File: src/rtl/grp_seq_pkg.sv
package grp_seq_pkg;
  typedef enum logic [3:0] {
    S_IDLE, S_SETTLE, S_PULSE, S_PWAIT, S_VWR, S_VRD, S_VWT, S_VCHK,
    S_HVOFF, S_RSTWR, S_END, S_HOLD
  } seq_st_e;

  typedef enum logic [1:0] {PH_PROT, PH_PRE, PH_UNP} seq_ph_e;

  localparam logic [7:0] CMD_PULSE  = 8'h60;
  localparam logic [7:0] CMD_VERIFY = 8'h40;
  localparam logic [7:0] CMD_RESET  = 8'hF0;
  localparam logic [6:0] PAT_LOCK   = 7'b0000010;
  localparam logic [6:0] PAT_UNLOCK = 7'b1000010;
  localparam logic [7:0] OK_LOCK    = 8'h01;
  localparam logic [7:0] OK_UNLOCK  = 8'h00;
endpackage

File: src/rtl/seq_timer.sv
module seq_timer #(
  parameter int W = 16
) (
  input  logic         clk,
  input  logic         rst,
  input  logic         load,
  input  logic [W-1:0] val,
  output logic         expired
);
  logic [W-1:0] cnt;

  always_ff @(posedge clk) begin
    if (rst)              cnt <= '0;
    else if (load)        cnt <= val;
    else if (cnt != '0)   cnt <= cnt - 1'b1;
  end

  assign expired = (cnt == '0);


  expiry_hold_chk: assert property (@(posedge clk) disable iff (rst)
    (expired && !load) |=> expired);
endmodule

File: src/rtl/seq_attempts.sv
module seq_attempts #(
  parameter int W = 10
) (
  input  logic         clk,
  input  logic         rst,
  input  logic         clr,
  input  logic         inc,
  input  logic [W-1:0] limit,
  output logic         at_limit
);
  logic [W-1:0] count;

  always_ff @(posedge clk) begin
    if (rst || clr) count <= '0;
    else if (inc)   count <= count + 1'b1;
  end

  assign at_limit = (count == limit);


  no_overflow_chk: assert property (@(posedge clk) disable iff (rst)
    (inc && !clr) |-> !at_limit);
endmodule

File: src/rtl/grp_protect_seq.sv
module grp_protect_seq
  import grp_seq_pkg::*;
#(
  parameter int GW           = 3,
  parameter int CLK_MHZ      = 50,
  parameter int SETTLE_US    = 1,
  parameter int PROT_US      = 150,
  parameter int UNPROT_US    = 15000,
  parameter int PROT_TRIES   = 25,
  parameter int UNPROT_TRIES = 1000
) (
  input  logic            clk,
  input  logic            rst,
  input  logic            start,
  input  logic [1:0]      mode,
  input  logic [GW-1:0]   grp_addr,
  output logic            busy,
  output logic            done,
  output logic            fail,
  output logic            hv_req,
  output logic            bus_wr,
  output logic            bus_rd,
  output logic [GW+6:0]   bus_addr,
  output logic [7:0]      bus_wdata,
  input  logic [7:0]      bus_rdata
);
  localparam int SETTLE_CYC = CLK_MHZ * SETTLE_US;
  localparam int PROT_CYC   = CLK_MHZ * PROT_US;
  localparam int UNP_CYC    = CLK_MHZ * UNPROT_US;
  localparam int MAXD1      = (UNP_CYC > PROT_CYC) ? UNP_CYC : PROT_CYC;
  localparam int MAXD       = (MAXD1 > SETTLE_CYC) ? MAXD1 : SETTLE_CYC;
  localparam int TW         = $clog2(MAXD + 1);
  localparam int MAXT       = (UNPROT_TRIES > PROT_TRIES) ? UNPROT_TRIES : PROT_TRIES;
  localparam int CW         = $clog2(MAXT + 1);

  seq_st_e         st;
  seq_ph_e         ph;
  logic [GW-1:0]   grp;
  logic            ok, tmp;
  logic            tmr_load, tmr_exp, att_clr, att_inc, at_limit, rd_pass;
  logic [TW-1:0]   tmr_val;
  logic [CW-1:0]   att_limit;
  logic [6:0]      pat;

  assign pat       = (ph == PH_UNP) ? PAT_UNLOCK : PAT_LOCK;
  assign rd_pass   = (bus_rdata == ((ph == PH_UNP) ? OK_UNLOCK : OK_LOCK));
  assign att_limit = (ph == PH_UNP) ? CW'(UNPROT_TRIES) : CW'(PROT_TRIES);

  always_comb begin
    tmr_load = 1'b0;
    tmr_val  = '0;
    att_clr  = 1'b0;
    att_inc  = 1'b0;
    case (st)
      S_IDLE:  if (start) begin
        tmr_load = 1'b1;
        tmr_val  = TW'(SETTLE_CYC);
        att_clr  = 1'b1;
      end
      S_PULSE: begin
        tmr_load = 1'b1;
        tmr_val  = (ph == PH_UNP) ? TW'(UNP_CYC) : TW'(PROT_CYC);
        att_inc  = 1'b1;
      end
      S_VCHK:  if (rd_pass && ph == PH_PRE) att_clr = 1'b1;
      default: ;
    endcase
  end

  seq_timer #(.W(TW)) tmr_i (
    .clk(clk), .rst(rst), .load(tmr_load), .val(tmr_val), .expired(tmr_exp)
  );

  seq_attempts #(.W(CW)) att_i (
    .clk(clk), .rst(rst), .clr(att_clr), .inc(att_inc),
    .limit(att_limit), .at_limit(at_limit)
  );

  always_ff @(posedge clk) begin
    if (rst) begin
      st <= S_IDLE;  ph <= PH_PROT;  grp <= '0;  ok <= 1'b0;  tmp <= 1'b0;
      busy <= 1'b0;  done <= 1'b0;  fail <= 1'b0;  hv_req <= 1'b0;
      bus_wr <= 1'b0;  bus_rd <= 1'b0;  bus_addr <= '0;  bus_wdata <= '0;
    end else begin
      bus_wr <= 1'b0;
      bus_rd <= 1'b0;
      done   <= 1'b0;
      fail   <= 1'b0;
      case (st)
        S_IDLE: if (start) begin
          hv_req <= 1'b1;
          busy   <= 1'b1;
          tmp    <= mode[1];
          ph     <= mode[0] ? PH_PRE : PH_PROT;
          grp    <= mode[0] ? '0 : grp_addr;
          st     <= S_SETTLE;
        end
        S_SETTLE: if (tmr_exp) begin
          if (tmp) begin
            busy <= 1'b0;
            st   <= S_HOLD;
          end else begin
            st <= (ph == PH_PRE) ? S_VWR : S_PULSE;
          end
        end
        S_PULSE: begin
          bus_wr    <= 1'b1;
          bus_addr  <= {grp, pat};
          bus_wdata <= CMD_PULSE;
          st        <= S_PWAIT;
        end
        S_PWAIT: if (tmr_exp) st <= S_VWR;
        S_VWR: begin
          bus_wr    <= 1'b1;
          bus_addr  <= {grp, pat};
          bus_wdata <= CMD_VERIFY;
          st        <= S_VRD;
        end
        S_VRD: begin
          bus_rd <= 1'b1;
          st     <= S_VWT;
        end
        S_VWT: st <= S_VCHK;
        S_VCHK: begin
          if (rd_pass) begin
            case (ph)
              PH_PROT: begin ok <= 1'b1; st <= S_HVOFF; end
              PH_PRE: begin
                grp <= grp + 1'b1;
                if (&grp) begin ph <= PH_UNP; st <= S_PULSE; end
                else      st <= S_VWR;
              end
              default: begin
                grp <= grp + 1'b1;
                if (&grp) begin ok <= 1'b1; st <= S_HVOFF; end
                else      st <= S_VWR;
              end
            endcase
          end else if (at_limit) begin
            ok <= 1'b0;
            st <= S_HVOFF;
          end else begin
            st <= S_PULSE;
          end
        end
        S_HVOFF: begin
          hv_req <= 1'b0;
          st     <= S_RSTWR;
        end
        S_RSTWR: begin
          bus_wr    <= 1'b1;
          bus_addr  <= '0;
          bus_wdata <= CMD_RESET;
          st        <= S_END;
        end
        S_END: begin
          done <= ok;
          fail <= !ok;
          busy <= 1'b0;
          st   <= S_IDLE;
        end
        S_HOLD: if (start) begin
          hv_req <= 1'b0;
          done   <= 1'b1;
          st     <= S_IDLE;
        end
        default: st <= S_IDLE;
      endcase
    end
  end


  low_hv_write_chk: assert property (@(posedge clk) disable iff (rst)
    (bus_wr && !hv_req) |-> (bus_wdata == CMD_RESET && bus_addr == '0));

  result_excl_chk: assert property (@(posedge clk) disable iff (rst)
    !(done && fail));

  done_pulse_chk: assert property (@(posedge clk) disable iff (rst)
    (done || fail) |=> !(done || fail));

  result_idle_chk: assert property (@(posedge clk) disable iff (rst)
    (done || fail) |-> !busy);

  hold_quiet_chk: assert property (@(posedge clk) disable iff (rst)
    (hv_req && !busy) |-> (!bus_wr && !bus_rd));

  one_strobe_chk: assert property (@(posedge clk) disable iff (rst)
    !(bus_wr && bus_rd));
endmodule

File: config.mk
export PLATFORM = sky130hd
export DESIGN_NAME = grp_protect_seq
export DESIGN_NICKNAME = d
export VERILOG_FILES = /design/src/rtl/grp_seq_pkg.sv /design/src/rtl/seq_timer.sv /design/src/rtl/seq_attempts.sv /design/src/rtl/grp_protect_seq.sv
export SDC_FILE = /design/constraint.sdc
export NUM_CORES = 1
export LEC_CHECK = 0
export BUFFER_PORTS_ARGS = -buffer_cell sky130_fd_sc_hd__clkbuf_2
export CORE_MARGIN = 4
export CORE_UTILIZATION = 57
export DETAILED_ROUTE_END_ITERATION = 10
export GPL_ROUTABILITY_DRIVEN = 0
export PLACE_DENSITY = 0.78
export SYNTH_ARGS = -nofsm -noshare
export SYNTH_HDL_FRONTEND = slang
export SYNTH_SLANG_ARGS = --single-unit
File: constraint.sdc
create_clock -name clk -period 2.6 [get_ports clk]
set_input_delay 0.52 -clock clk [delete_from_list [all_inputs] [get_ports clk]]
set_output_delay 0.52 -clock clk [all_outputs]
set_load 0.1 [all_outputs]
Yosys cells after proc, flatten, opt, wreduce, memory -nomap -nowiden
Index checks and enable logic that the tools add are counted.
{"block": "word_totals", "regBits": 65, "input_bits": 16, "output_inout_bits": 24, "elab_cells": 121}
{"block": "op_classes", "addsub": 3, "n_eq_ne": 26, "mux": 51, "n_bitwise": 1, "reduce_logical": 25}
{"op": "$mux 20", "n": 3}
{"op": "$pmux 4 s11", "n": 1}
{"op": "$pmux 20 s2", "n": 1}
{"op": "$mux 4", "n": 8}
{"op": "$pmux 8 s3", "n": 1}
{"op": "$logic_not 20->1", "n": 1}
{"op": "$ne 2x2->1 const B", "n": 10}
{"op": "$pmux 10 s2", "n": 1}
{"op": "$reduce_bool 20->1", "n": 1}
{"op": "$sub 20x1->20 const B", "n": 1}
{"op": "$mux 3", "n": 6}
{"op": "$eq 4x3->1 const B", "n": 4}
{"op": "$eq 4x4->1 const B", "n": 4}
{"op": "$reduce_and 4->1", "n": 4}
{"op": "$mux 1", "n": 14}
{"op": "$add 10x1->10 const B", "n": 1}
{"op": "$eq 10x10->1", "n": 1}
{"op": "$mux 10", "n": 1}
{"op": "$reduce_bool 3->1", "n": 3}
{"op": "$eq 4x2->1 const B", "n": 2}
{"op": "$eq 8x1->1", "n": 1}
{"op": "$mux 2", "n": 4}
{"op": "$pmux 1 s2", "n": 4}
{"op": "$pmux 4 s2", "n": 1}
{"op": "other kinds (22)", "n": 28}

Longest topological paths before layout
Gate-level depths: netlist of the first run.
{"block": "logic_depth", "ltp_word": 7, "ltp_mapped": 10}

Modules after synthesis
A second synthesis of the first run with hierarchy kept.
{"block": "unflattened", "hier_cells": 385, "hier_area_um2": 3201.8}
{"mod": "grp_protect_seq", "instances": 1, "cells_each": 199, "area_each_um2": 1567.8, "seq_area_each_um2": 500.5}
{"mod": "seq_timer", "instances": 1, "cells_each": 122, "area_each_um2": 1081.0, "seq_area_each_um2": 400.4}
{"mod": "seq_attempts", "instances": 1, "cells_each": 64, "area_each_um2": 553.0, "seq_area_each_um2": 200.2}

Worst setup path after synthesis of the first run
OpenSTA, ideal clock, no wires.
{"block": "synth_timing", "kind": "register to register", "from": "register tmr_i.cnt[0]", "to": "register tmr_i.cnt[17]", "arrival_time_ns": 2.221, "required_ns": 2.474, "setup_slack_ns": 0.253, "path_stages_with_launch": 11, "n_path_buf": 3, "period_less_slack_ns": 2.347, "path_cell_list": "dfxtp_1 inv_1 ha_1 or4b_1 clkbuf_1 or4_1 clkbuf_1 nor3_1 or2_2 buf_4 o21ai_0"}
{"block": "synth_via", "elab_chain_len": 3, "elab_cells_between_ends": 5, "cone_classes": "add/sub (1); mux (2); reduce/logical (2)"}
{"item": "from (decl)", "line": "seq_timer.sv:10", "text": "logic [W-1:0] cnt;"}
{"item": "from (signal assigned)", "line": "seq_timer.sv:14", "text": "else if (load) cnt <= val;"}
{"item": "from (signal assigned)", "line": "seq_timer.sv:15", "text": "else if (cnt != '0) cnt <= cnt - 1'b1;"}
{"item": "$sub 20x1->20", "line": "seq_timer.sv:15"}
{"item": "$mux 20", "line": "seq_timer.sv:15"}
{"item": "$mux 20", "line": "seq_timer.sv:14"}
Several ways; a longest one is shown, not always the timed one. The select of a mux whose other input is x is not followed.
A chain may end at the register's enable or synchronous reset.

Final worst setup path of the first run
Same ends and word-level chain as after synthesis.

==> results of run 1 <==
==> synth_stat cells, types with 4 or more instances <==
cell type / n
nor4_1: 9
o21ai_0: 23
inv_1: 8
nor3b_1: 9
or4_1: 6
a31oi_1: 7
nand4_1: 6
a22oi_1: 5
buf_4: 11
or3_1: 10
o31a_1: 4
nand3_1: 6
nand2b_1: 4
nor2_1: 38
nor3_1: 17
dfxtp_1: 55
ha_1: 4
a21oi_1: 28
clkbuf_1: 19
a311oi_1: 5
nand2_1: 30
xor2_1: 8
xnor2_1: 9
==> worst paths after layout <==
kind         cells past startpoint                    endpoint  slack, ps                      start
max                              7  tmr_i.cnt[17]$_SDFFE_PP0P_        180  tmr_i.cnt[0]$_SDFFE_PP0P_
min                              2   bus_wdata[6]$_SDFFE_PP0P_        450  bus_wdata[6]$_SDFFE_PP0P_
max reg2reg                      7  tmr_i.cnt[17]$_SDFFE_PP0P_        180  tmr_i.cnt[0]$_SDFFE_PP0P_
min reg2reg                      2   bus_wdata[6]$_SDFFE_PP0P_        450  bus_wdata[6]$_SDFFE_PP0P_
==> logic make-up (layout without fill, tap and decap cells) <==
| family | Yosys count | in the layout |
|---|---|---|
| compound gates | 98 | 98 |
| xor+xnor | 17 | 17 |
| fa+ha+maj | 4 | 4 |
| buf+inv | 43 | 55 |
| flops | 55 | 55 |
| mux | 1 | 1 |
| other cells | 1 | 9 |
| simple gates | 159 | 159 |
==> layout by cell type (no fill, tap or decap), types with 6 or more instances in the layout <==
cell type,n
conb_1,9
xnor2_1,9
xor2_1,8
nor4_1,9
o21ai_0,23
or3_1,10
clkbuf_8,6
a31oi_1,7
clkbuf_2,30
or4_1,6
nand3_1,6
dfxtp_1,55
nor2_1,38
a21oi_1,28
buf_4,9
nand4_1,6
inv_1,8
nor3b_1,9
nor3_1,17
nand2_1,30
==> power breakdown <==
part	internal (mW)	total [mW]	switching (mW)	leakage [nW]
Combinational	0.665	1.90	1.23	0.725
Clock	0.312	0.594	0.282	0.0612
Sequential	1.03	1.26	0.230	0.447
==> worst max-delay path: cells and delay by family, from the launching register on <==
kind / cells / cell delay, ps
AND/OR/NAND/NOR: 4 / 1610
AO/OA/AOI/OAI: 1 / 110
adder cells (fa/ha/maj): 1 / 190
flip-flops: 1 / 350
buffers and inverters: 1 / 60
==> metal layers <==
metal  GRT usage (%)  up-vias
met5               0        -
met4           6.250        0
met3           5.045        9
met2           35.68      102
met1           30.84     1291
li1                -     1399
==> flip-flops by register name (all words and copies together) (netlist names), 2 cells and up <==
signal / flops
att_i.count: 10
bus_addr: 5
bus_wdata: 3
grp: 3
ph: 2
st: 4
tmr_i.cnt: 20
==> layout make-up <==
cell class | instances | area, µm²
Fill cell | 455 | 1826
Inverter | 8 | 30.03
Clock inverter | 2 | 35.03
Clock buffer | 6 | 82.58
Timing Repair Buffer | 39 | 217.7
Sequential cell | 55 | 1101
Multi-Input combinational cell | 288 | 1728
Tap cell | 70 | 87.58
==> per-stage QoR <==
stage | worst slack [ps] | instances | utilization (%) | power [mW] | hold WS, ps
after CTS | 187.1 | 468 | 64.26 | 3.720 | 453.2
after global routing | 28.71 | 468 | 64.26 | 4.011 | 476.3
after global placement | 264.8 | 460 | 61.95 | 3.085 | 434.1
after detailed placement | 198.3 | 460 | 61.95 | 3.125 | 437.9
final | 175.6 | 468 | 64.26 | 3.750 | 447.6
after floorplan | 253.1 | 386 | - | 2.795 | 466.8
==> metrics.txt, run 1 <==
met2 WL=3198 µm; iteration count of the initial detailed-routing pass=4; GR Overflow Total=0; drt total wl=6993 µm; synthesized flop and latch total=55; die height=about 81 µm; top cell type's share of synthesized area=approximately 37%; Startpoint Class=flip-flop; Final min period=2424 ps; initial DRC count=251; unrepaired setup endpoints after global routing=false; met3 WL=approximately 470 µm; post-synthesis compound-gate area fraction=20.70%; critical path type=reg2reg; WL met1=3228 µm; Arr. time, crit path=2620 ps; number of I/O port buffers=30; Post-synth EDFFs=0; total CTS buffers=5; area of the core=approximately 0.005 mm²; register area share after synthesis=36.58%; dpl hpwl=5020 µm; later-pin clock latency in the skew report=310 ps; largest family of logic cells by synthesized area=simple AND/OR/NAND/NOR gates; boundary pin count=40; first-pass GRT wire length=~12,000 µm; Slew HR=about three fifths; leakage=1.233 nW; Initial Utilization=58.94%; synth top area cells=dfxtp_1 37%, nor2_1 4.7%, a21oi_1 4.7%; clock slew seen by the registers of the worst setup and hold paths=~100 ps; post-synthesis mux area share=0.3325%; Highest Signal Layer=met4; H-tree depth=2; final layout net count=approximately 420; final setup vio count=0; Max-cap violations=0; Worst Hold Class=reg2reg; Setup crit end kind=flip-flop; adder-cell share of the synthesized area=1.663%; root buf cell=clkbuf_8; slew at the pin closest to its max-slew limit=627.9 ps; setup bufs post-CTS=0; Yosys warnings=0; via/cell ratio=5.985; share of cells above drive strength 1=between 10% and 20%; ys async rst share=0%; Ant. Diodes=0; max-slew violations=0; Post-route DRC=0; fmax=412.5 MHz; worst-path cell chain=inv_1 > ha_1 > or4b_1 > or4_1 > nor3_1 > or2_2 > o21ai_0; DP Area=about 0.0032 mm²; PwrDens=1143 mW/mm²; Avg WL per Cell=14.94 µm; # clock sinks=55; Cells after Synth=about 380; cell taking the most area after synthesis=dfxtp_1; critical path's slowest cell=or4_1; outcome=finished clean; Worst path max stage delay=570 ps; Via Count=2,801; peak supply drop=0.8419 mV; initial antenna violation count=0; CP max FO=9; area added between synthesis and finish=9.019%; die area=roughly 0.0065 mm²; part of the cycle the worst path needs=93.25%; setup_tns=0 ps; DIE WIDTH=80.68 µm; Mapped Area=roughly 0.0030 mm²; final hold vios=0; largest net degree at the start of global routing=23; simple-gate share of the synthesized area=about 29%; syn_area_per_cell=around 8.0 µm²; clock buffer depth=2; design area=0.003282 mm²; Synth cell types=57; CTS resizes=0; number of global-route vias before repair=2,553; Setup Skew=11.62 ps; CTS tree=built; Synth Area in XOR/XNOR=roughly 4.9%; Hold Buf Count CTS=0; Post-synth top flop=dfxtp_1; gr usage total=22.59%; CP required=2800 ps; cell row count=26; Antenna Nets Post-Route=0
(Power assumes the default switching activity.)
==> inputs of run 2 (changes only) <==
- PLACE_DENSITY: 0.78 -> 0.84
==> metrics.txt, run 2 (same netlist as run 1, synthesis figures left out) <==
Via Count=2,866 (was 2,801); outcome=finished clean (unchanged); PwrDens=1149 mW/mm² (was 1143 mW/mm²); Core Util, Final=64.48% (was 64.26%); CP max FO=8 (was 9); Worst Hold Class=in2reg (was reg2reg); DIE WIDTH=80.68 µm (unchanged); gr usage total=22.41% (was 22.59%); worst-path cell chain=inv_1 > ha_1 > or4b_4 > or4_4 > nor2_1 > a21oi_1 > o21a_1 (was inv_1 > ha_1 > or4b_1 > or4_1 > nor3_1 > or2_2 > o21ai_0); die area=0.006508 mm² (unchanged); largest reg by FF count=tmr_i.cnt (unchanged); final hold vios=0 (unchanged); dpl hpwl=5119 µm (was 5020 µm); CP required=2820 ps (was 2800 ps); first-pass GRT wire length=11,590 µm (was 11,810 µm); most common cell after layout, fill and taps aside=dfxtp_1 (unchanged); initial DRC count=240 (was 251); final layout net count=417 (unchanged); GR Overflow Total=0 (unchanged); Slew HR=53.17% (was 58.08%); Ant. Diodes=0 (unchanged); boundary pin count=40 (unchanged); H-tree depth=2 (unchanged); peak supply drop=0.7028 mV (was 0.8419 mV); Antenna Nets Post-Route=0 (unchanged); max-slew violations=0 (unchanged); Avg WL per Cell=15.30 µm (was 14.94 µm); Setup Skew=8.526 ps (was 11.62 ps); clock slew seen by the registers of the worst setup and hold paths=100 ps (about the same); max reg flops=20 (unchanged); critical path type=reg2reg (unchanged); unrepaired setup endpoints after global routing=false (unchanged); area of the core=0.005107 mm² (unchanged); drt total wl=7161 µm (was 6993 µm); critical path's slowest cell=or4b_4 (was or4_1); Initial Utilization=58.94% (unchanged); area added between synthesis and finish=9.393% (was 9.019%); leakage=1.236 nW (was 1.233 nW); # clock sinks=55 (unchanged); Worst path max stage delay=530 ps (was 570 ps); setup_tns=0 ps (unchanged); fmax=414.8 MHz (was 412.5 MHz); clock buffer depth=2 (unchanged); number of I/O port buffers=30 (unchanged); most frequent cells in the layout=55 x dfxtp_1, 38 x nor2_1, 30 x nand2_1, 30 x clkbuf_2, 28 x a21oi_1 (unchanged); largest net degree at the start of global routing=23 (unchanged); Startpoint Class=flip-flop (unchanged); total CTS buffers=5 (unchanged); final setup vio count=0 (unchanged); Max-cap violations=0 (unchanged); share of cells above drive strength 1=14.32% (was 13.57%); final worst setup slack=189.0 ps (was 175.6 ps); dpl ws=86.11 ps (was 198.3 ps); number of global-route vias before repair=2,546 (was 2,553); later-pin clock latency in the skew report=320 ps (was 310 ps); part of the cycle the worst path needs=92.73% (was 93.25%); Final min period=2411 ps (was 2424 ps); Post-route DRC=0 (unchanged); via/cell ratio=6.124 (was 5.985); Regs by FF count=tmr_i.cnt: 20 flops, att_i.count: 10 flops, bus_addr: 5 flops (unchanged); Setup crit end kind=flip-flop (unchanged); Arr. time, crit path=2630 ps (was 2620 ps); die height=80.68 µm (unchanged); CTS tree=built (unchanged); cell row count=26 (unchanged); total chip power=3.783 mW (was 3.750 mW); root buf cell=clkbuf_8 (unchanged); iteration count of the initial detailed-routing pass=5 (was 4); slew at the pin closest to its max-slew limit=701.5 ps (was 627.9 ps); initial antenna violation count=0 (unchanged)
[run 2: cell count changes in the layout (fill, tap and decap cells not counted), sizes merged]
cell | previous run | this run
clkbuf | 36 | 35
inv | 8 | 9
[run 2: worst paths after layout]
check / cells after the start / slack (ps) / to / from
worst min-delay path: 3 / 430 / tmp$_SDFFE_PP0P_ / mode[1]
worst min register to register: 2 / 450 / bus_wdata[6]$_SDFFE_PP0P_ / bus_wdata[6]$_SDFFE_PP0P_
worst max-delay path: 7 / 190 / busy$_SDFFE_PP0P_ / tmr_i.cnt[0]$_SDFFE_PP0P_
worst max register to register: 7 / 190 / busy$_SDFFE_PP0P_ / tmr_i.cnt[0]$_SDFFE_PP0P_
[run 2: critical path, delay by kind of cell, from the launching register on]
| family | cells | cell delay, ps |
|---|---|---|
| simple gates | 3 | 1350 |
| compound gates | 2 | 340 |
| buf+inv | 1 | 70 |
| fa+ha+maj | 1 | 200 |
| flops | 1 | 350 |
[run 2: what timing repair did]
item | in CTS | in global routing
hold buffers | 0 | 0
resized for setup | 0 | 3
endpoints found under the setup margin | 0 | 17
buffers inserted | 0 | 0
[run 2: metrics by stage]
stage	hold WS (ps)	std cells	instance area, µm²
6_report	426.7	468	3293
5_1_grt	438.0	468	3293
4_1_cts	420.4	468	3281
3_5_place_dp	437.5	460	3164
3_3_place_gp	433.1	460	3164
2_1_floorplan	466.8	386	3040
[run 2: final cells by class]
cell class / instances / area (µm²)
clock buffer: 5 / 68.82
clock inverter: 3 / 47.55
multi-input combinational: 288 / 1740
tap: 70 / 87.58
timing repair buffer: 39 / 217.7
sequential: 55 / 1101
fill: 462 / 1814
inverter: 8 / 30.03
[run 2: routing by layer]
| layer | vias to the layer above | wire [µm] | global-route usage, % | share of wire (%) |
|---|---|---|---|---|
| met5 | - | 0 | 0 | 0 |
| met2 | 100 | 3443 | 37.67 | 48 |
| met4 | 0 | 126 | 8.446 | 1.8 |
| met1 | 1350 | 3174 | 28.47 | 44 |
| met3 | 14 | 416 | 3.924 | 5.8 |
| li1 | 1402 | - | - | - |
[run 2: power by group]
part	leakage, nW	switching [mW]	internal, mW
combinational	0.730	1.22	0.694
sequential	0.447	0.256	1.03
clock	0.0587	0.291	0.292
total	1.24	1.77	2.02
==> inputs of run 3 (changes only) <==
- CORE_UTILIZATION: 57 -> 52
- PLACE_DENSITY: 0.84 -> 0.81
- clock period: 2.6 -> 2.1 ns (I/O delays scaled with it)
==> metrics.txt, run 3 (same netlist as run 1, synthesis figures left out) <==
outcome=complete, but fails checks (was finished clean); failing checks=negative setup slack; GR Overflow Total=0 (unchanged); clock slew seen by the registers of the worst setup and hold paths=100 ps (about the same); final hold vios=0 (unchanged); leakage=1.417 nW (was 1.236 nW); largest reg by FF count=tmr_i.cnt (unchanged); sw frac=46.74% (was 46.71%); FF-to-FF End=tmr_i.cnt[14]$_SDFFE_PP0P_ (was busy$_SDFFE_PP0P_); most common cell after layout, fill and taps aside=dfxtp_1 (unchanged); FF-to-FF setup slack=-120 ps (was 190 ps); total CTS buffers=5 (unchanged); largest net degree at the start of global routing=24 (was 23); Ant. Diodes=0 (unchanged); CTS tree=built (unchanged); H-tree depth=2 (unchanged); die area=0.007070 mm² (was 0.006508 mm²); final setup vio count=17 (was 0); boundary pin count=40 (unchanged); root buf cell=clkbuf_8 (unchanged); number of global-route vias before repair=2,809 (was 2,546); unrepaired setup endpoints after global routing=true (was false); via/cell ratio=6.028 (was 6.124); CP required=2320 ps (was 2820 ps); fmax=450.9 MHz (was 414.8 MHz); worst hold start=mode[1] (unchanged); max-slew violations=0 (unchanged); Reg2Reg Depth=7 (unchanged); final worst setup slack=-117.6 ps (was 189.0 ps); Startpoint Class=flip-flop (unchanged); die height=84.09 µm (was 80.68 µm); Avg WL per Cell=16.06 µm (was 15.30 µm); iteration count of the initial detailed-routing pass=5 (unchanged); NetSw=2.685 mW (was 1.767 mW); later-pin clock latency in the skew report=320 ps (about the same); Antenna Nets Post-Route=0 (unchanged); initial DRC count=287 (was 240); clock buffer depth=2 (unchanged); Seq pwr share=26.4% (was 34.0%); # clock sinks=55 (unchanged); slew at the pin closest to its max-slew limit=543.8 ps (was 701.5 ps); Endpoint, Worst Hold=tmp$_SDFFE_PP0P_ (unchanged); area added between synthesis and finish=21.99% (was 9.393%); P_int=3.059 mW (was 2.016 mW); most frequent cells in the layout=54 x dfxtp_1, 40 x buf_4, 37 x nor2_1, 30 x nand2_1, 30 x clkbuf_2 (was 55 x dfxtp_1, 38 x nor2_1, 30 x nand2_1, 30 x clkbuf_2, 28 x a21oi_1); number of cells after detailed placement=492 (was 460); Gate power share=62.2% (was 50.6%); part of the cycle the worst path needs=105.6% (was 92.73%); share of cells above drive strength 1=26.62% (was 14.32%); R2R Path Start=tmr_i.cnt[1]$_SDFFE_PP0P_ (was tmr_i.cnt[0]$_SDFFE_PP0P_); worst-path cell chain=inv_2 > ha_4 > or4b_4 > or4_4 > nor3_4 > a21oi_1 > o221a_2 (was inv_1 > ha_1 > or4b_4 > or4_4 > nor2_1 > a21oi_1 > o21a_1); Post-route DRC=0 (unchanged); number of I/O port buffers=30 (unchanged); PwrDens=1564 mW/mm² (was 1149 mW/mm²); initial antenna violation count=0 (unchanged); Arr. time, crit path=2440 ps (was 2630 ps); gr usage total=22.11% (was 22.41%); Max-cap violations=0 (unchanged); DIE WIDTH=84.09 µm (was 80.68 µm); fin cells=504 (was 468); Clk network pwr share=11.4% (was 15.4%); max reg flops=20 (unchanged); Regs by FF count=tmr_i.cnt: 20 flops, att_i.count: 10 flops, bus_addr: 5 flops (unchanged); critical path type=reg2reg (unchanged); Worst Hold Class=in2reg (unchanged); dpl hpwl=5618 µm (was 5119 µm); Slew HR=63.90% (was 53.17%); fillers=460 (was 462); Core Util, Final=65.88% (was 64.48%); Final min period=2218 ps (was 2411 ps); cell row count=27 (was 26); WHS Path Cells=3 (unchanged); first-pass GRT wire length=13,060 µm (was 11,590 µm); Setup crit end kind=flip-flop (unchanged); final layout net count=451 (was 417); Initial Utilization=54.01% (was 58.94%); Via Count=3,038 (was 2,866); CP max FO=7 (was 8); area of the core=0.005574 mm² (was 0.005107 mm²); drt total wl=8093 µm (was 7161 µm); Worst path max stage delay=520 ps (was 530 ps); Setup Skew=5.128 ps (was 8.526 ps); Hold Buf Count CTS=0 (unchanged); critical path's slowest cell=or4_4 (was or4b_4); peak supply drop=1.291 mV (was 0.7028 mV)
run 3: cell types whose count changed in the layout (fill, tap and decap cells not counted), sizes merged:
cell | previous run | this run
bufinv | 1 | 0
or2 | 2 | 3
clkinv | 1 | 0
or4 | 7 | 8
clkbuf | 35 | 36
inv | 9 | 10
buf | 9 | 41
run 3: worst max path at each step:
stage	from	end	slack, ps	cells past startpoint
detailed placement	tmr_i.cnt[0]$_SDFFE_PP0P_	tmr_i.cnt[11]$_SDFFE_PP0P_	-140	7
global placement	tmr_i.cnt[0]$_SDFFE_PP0P_	tmr_i.cnt[19]$_SDFFE_PP0P_	-60	6
global route	tmr_i.cnt[0]$_SDFFE_PP0P_	tmr_i.cnt[14]$_SDFFE_PP0P_	-200	7
floorplan	tmr_i.cnt[0]$_SDFFE_PP0P_	tmr_i.cnt[14]$_SDFFE_PP0P_	-150	7
CTS	tmr_i.cnt[0]$_SDFFE_PP0P_	tmr_i.cnt[14]$_SDFFE_PP0P_	-70	7
finish	tmr_i.cnt[1]$_SDFFE_PP0P_	tmr_i.cnt[14]$_SDFFE_PP0P_	-120	7
run 3: routing by layer:
metal  vias up  wire (µm)  track usage, %
li1       1480          -               -
met1      1409       3572           29.73
met2       124       3867           35.01
met3        25        472           3.850
met4         0        181           8.772
met5         -          0               0
run 3: metrics by stage:
step | hold slack, ps | TNS, ps | setup WS (ps) | power [mW] | cell area [µm²]
after floorplan | 466.8 | -2062 | -151.3 | 3.684 | 3123
after global placement | 433.6 | -388.7 | -62.09 | 4.442 | 3451
after detailed placement | 444.1 | -1251 | -138.9 | 4.566 | 3451
after CTS | 319.8 | -627.9 | -70.15 | 5.517 | 3612
after global routing | 333.5 | -3003 | -196.2 | 6.058 | 3672
final | 330.5 | -1268 | -117.6 | 5.743 | 3672
run 3: area by class of cell:
type / count / area [µm²] / area share (%)
Inverter: 8 / 30.03 / 0.8177
Multi-Input combinational cell: 290 / 1888 / 51.41
Timing Repair Buffer: 71 / 461.7 / 12.57
Clock inverter: 2 / 17.52 / 0.4770
Sequential cell: 55 / 1102 / 30.02
Tap cell: 72 / 90.09 / 2.453
Clock buffer: 6 / 82.58 / 2.249
run 3: worst max-delay path, delay by kind of cell (launching register included):
family / cells / cell delay (ps)
AO/OA/AOI/OAI: 2 / 320
flip-flops: 1 / 340
adder cells (fa/ha/maj): 1 / 120
buffers and inverters: 1 / 70
AND/OR/NAND/NOR: 3 / 1280
run 3: repair_timing:
item	in CTS	in global routing
buffers inserted	1	2
resized for setup	13	16
setup endpoints to repair	22	25
cloned	2	0
pin swaps	4	11
run 3: power groups by stage:
stage               sequential (mW)  combinational [mW]  clock, mW
finish                         1.52                3.58      0.653
detailed placement             1.51                3.06          0
global placement               1.49                2.95          0
floorplan                      1.69                2.00          0
global route                   1.54                3.81      0.712
CTS                            1.50                3.35      0.671
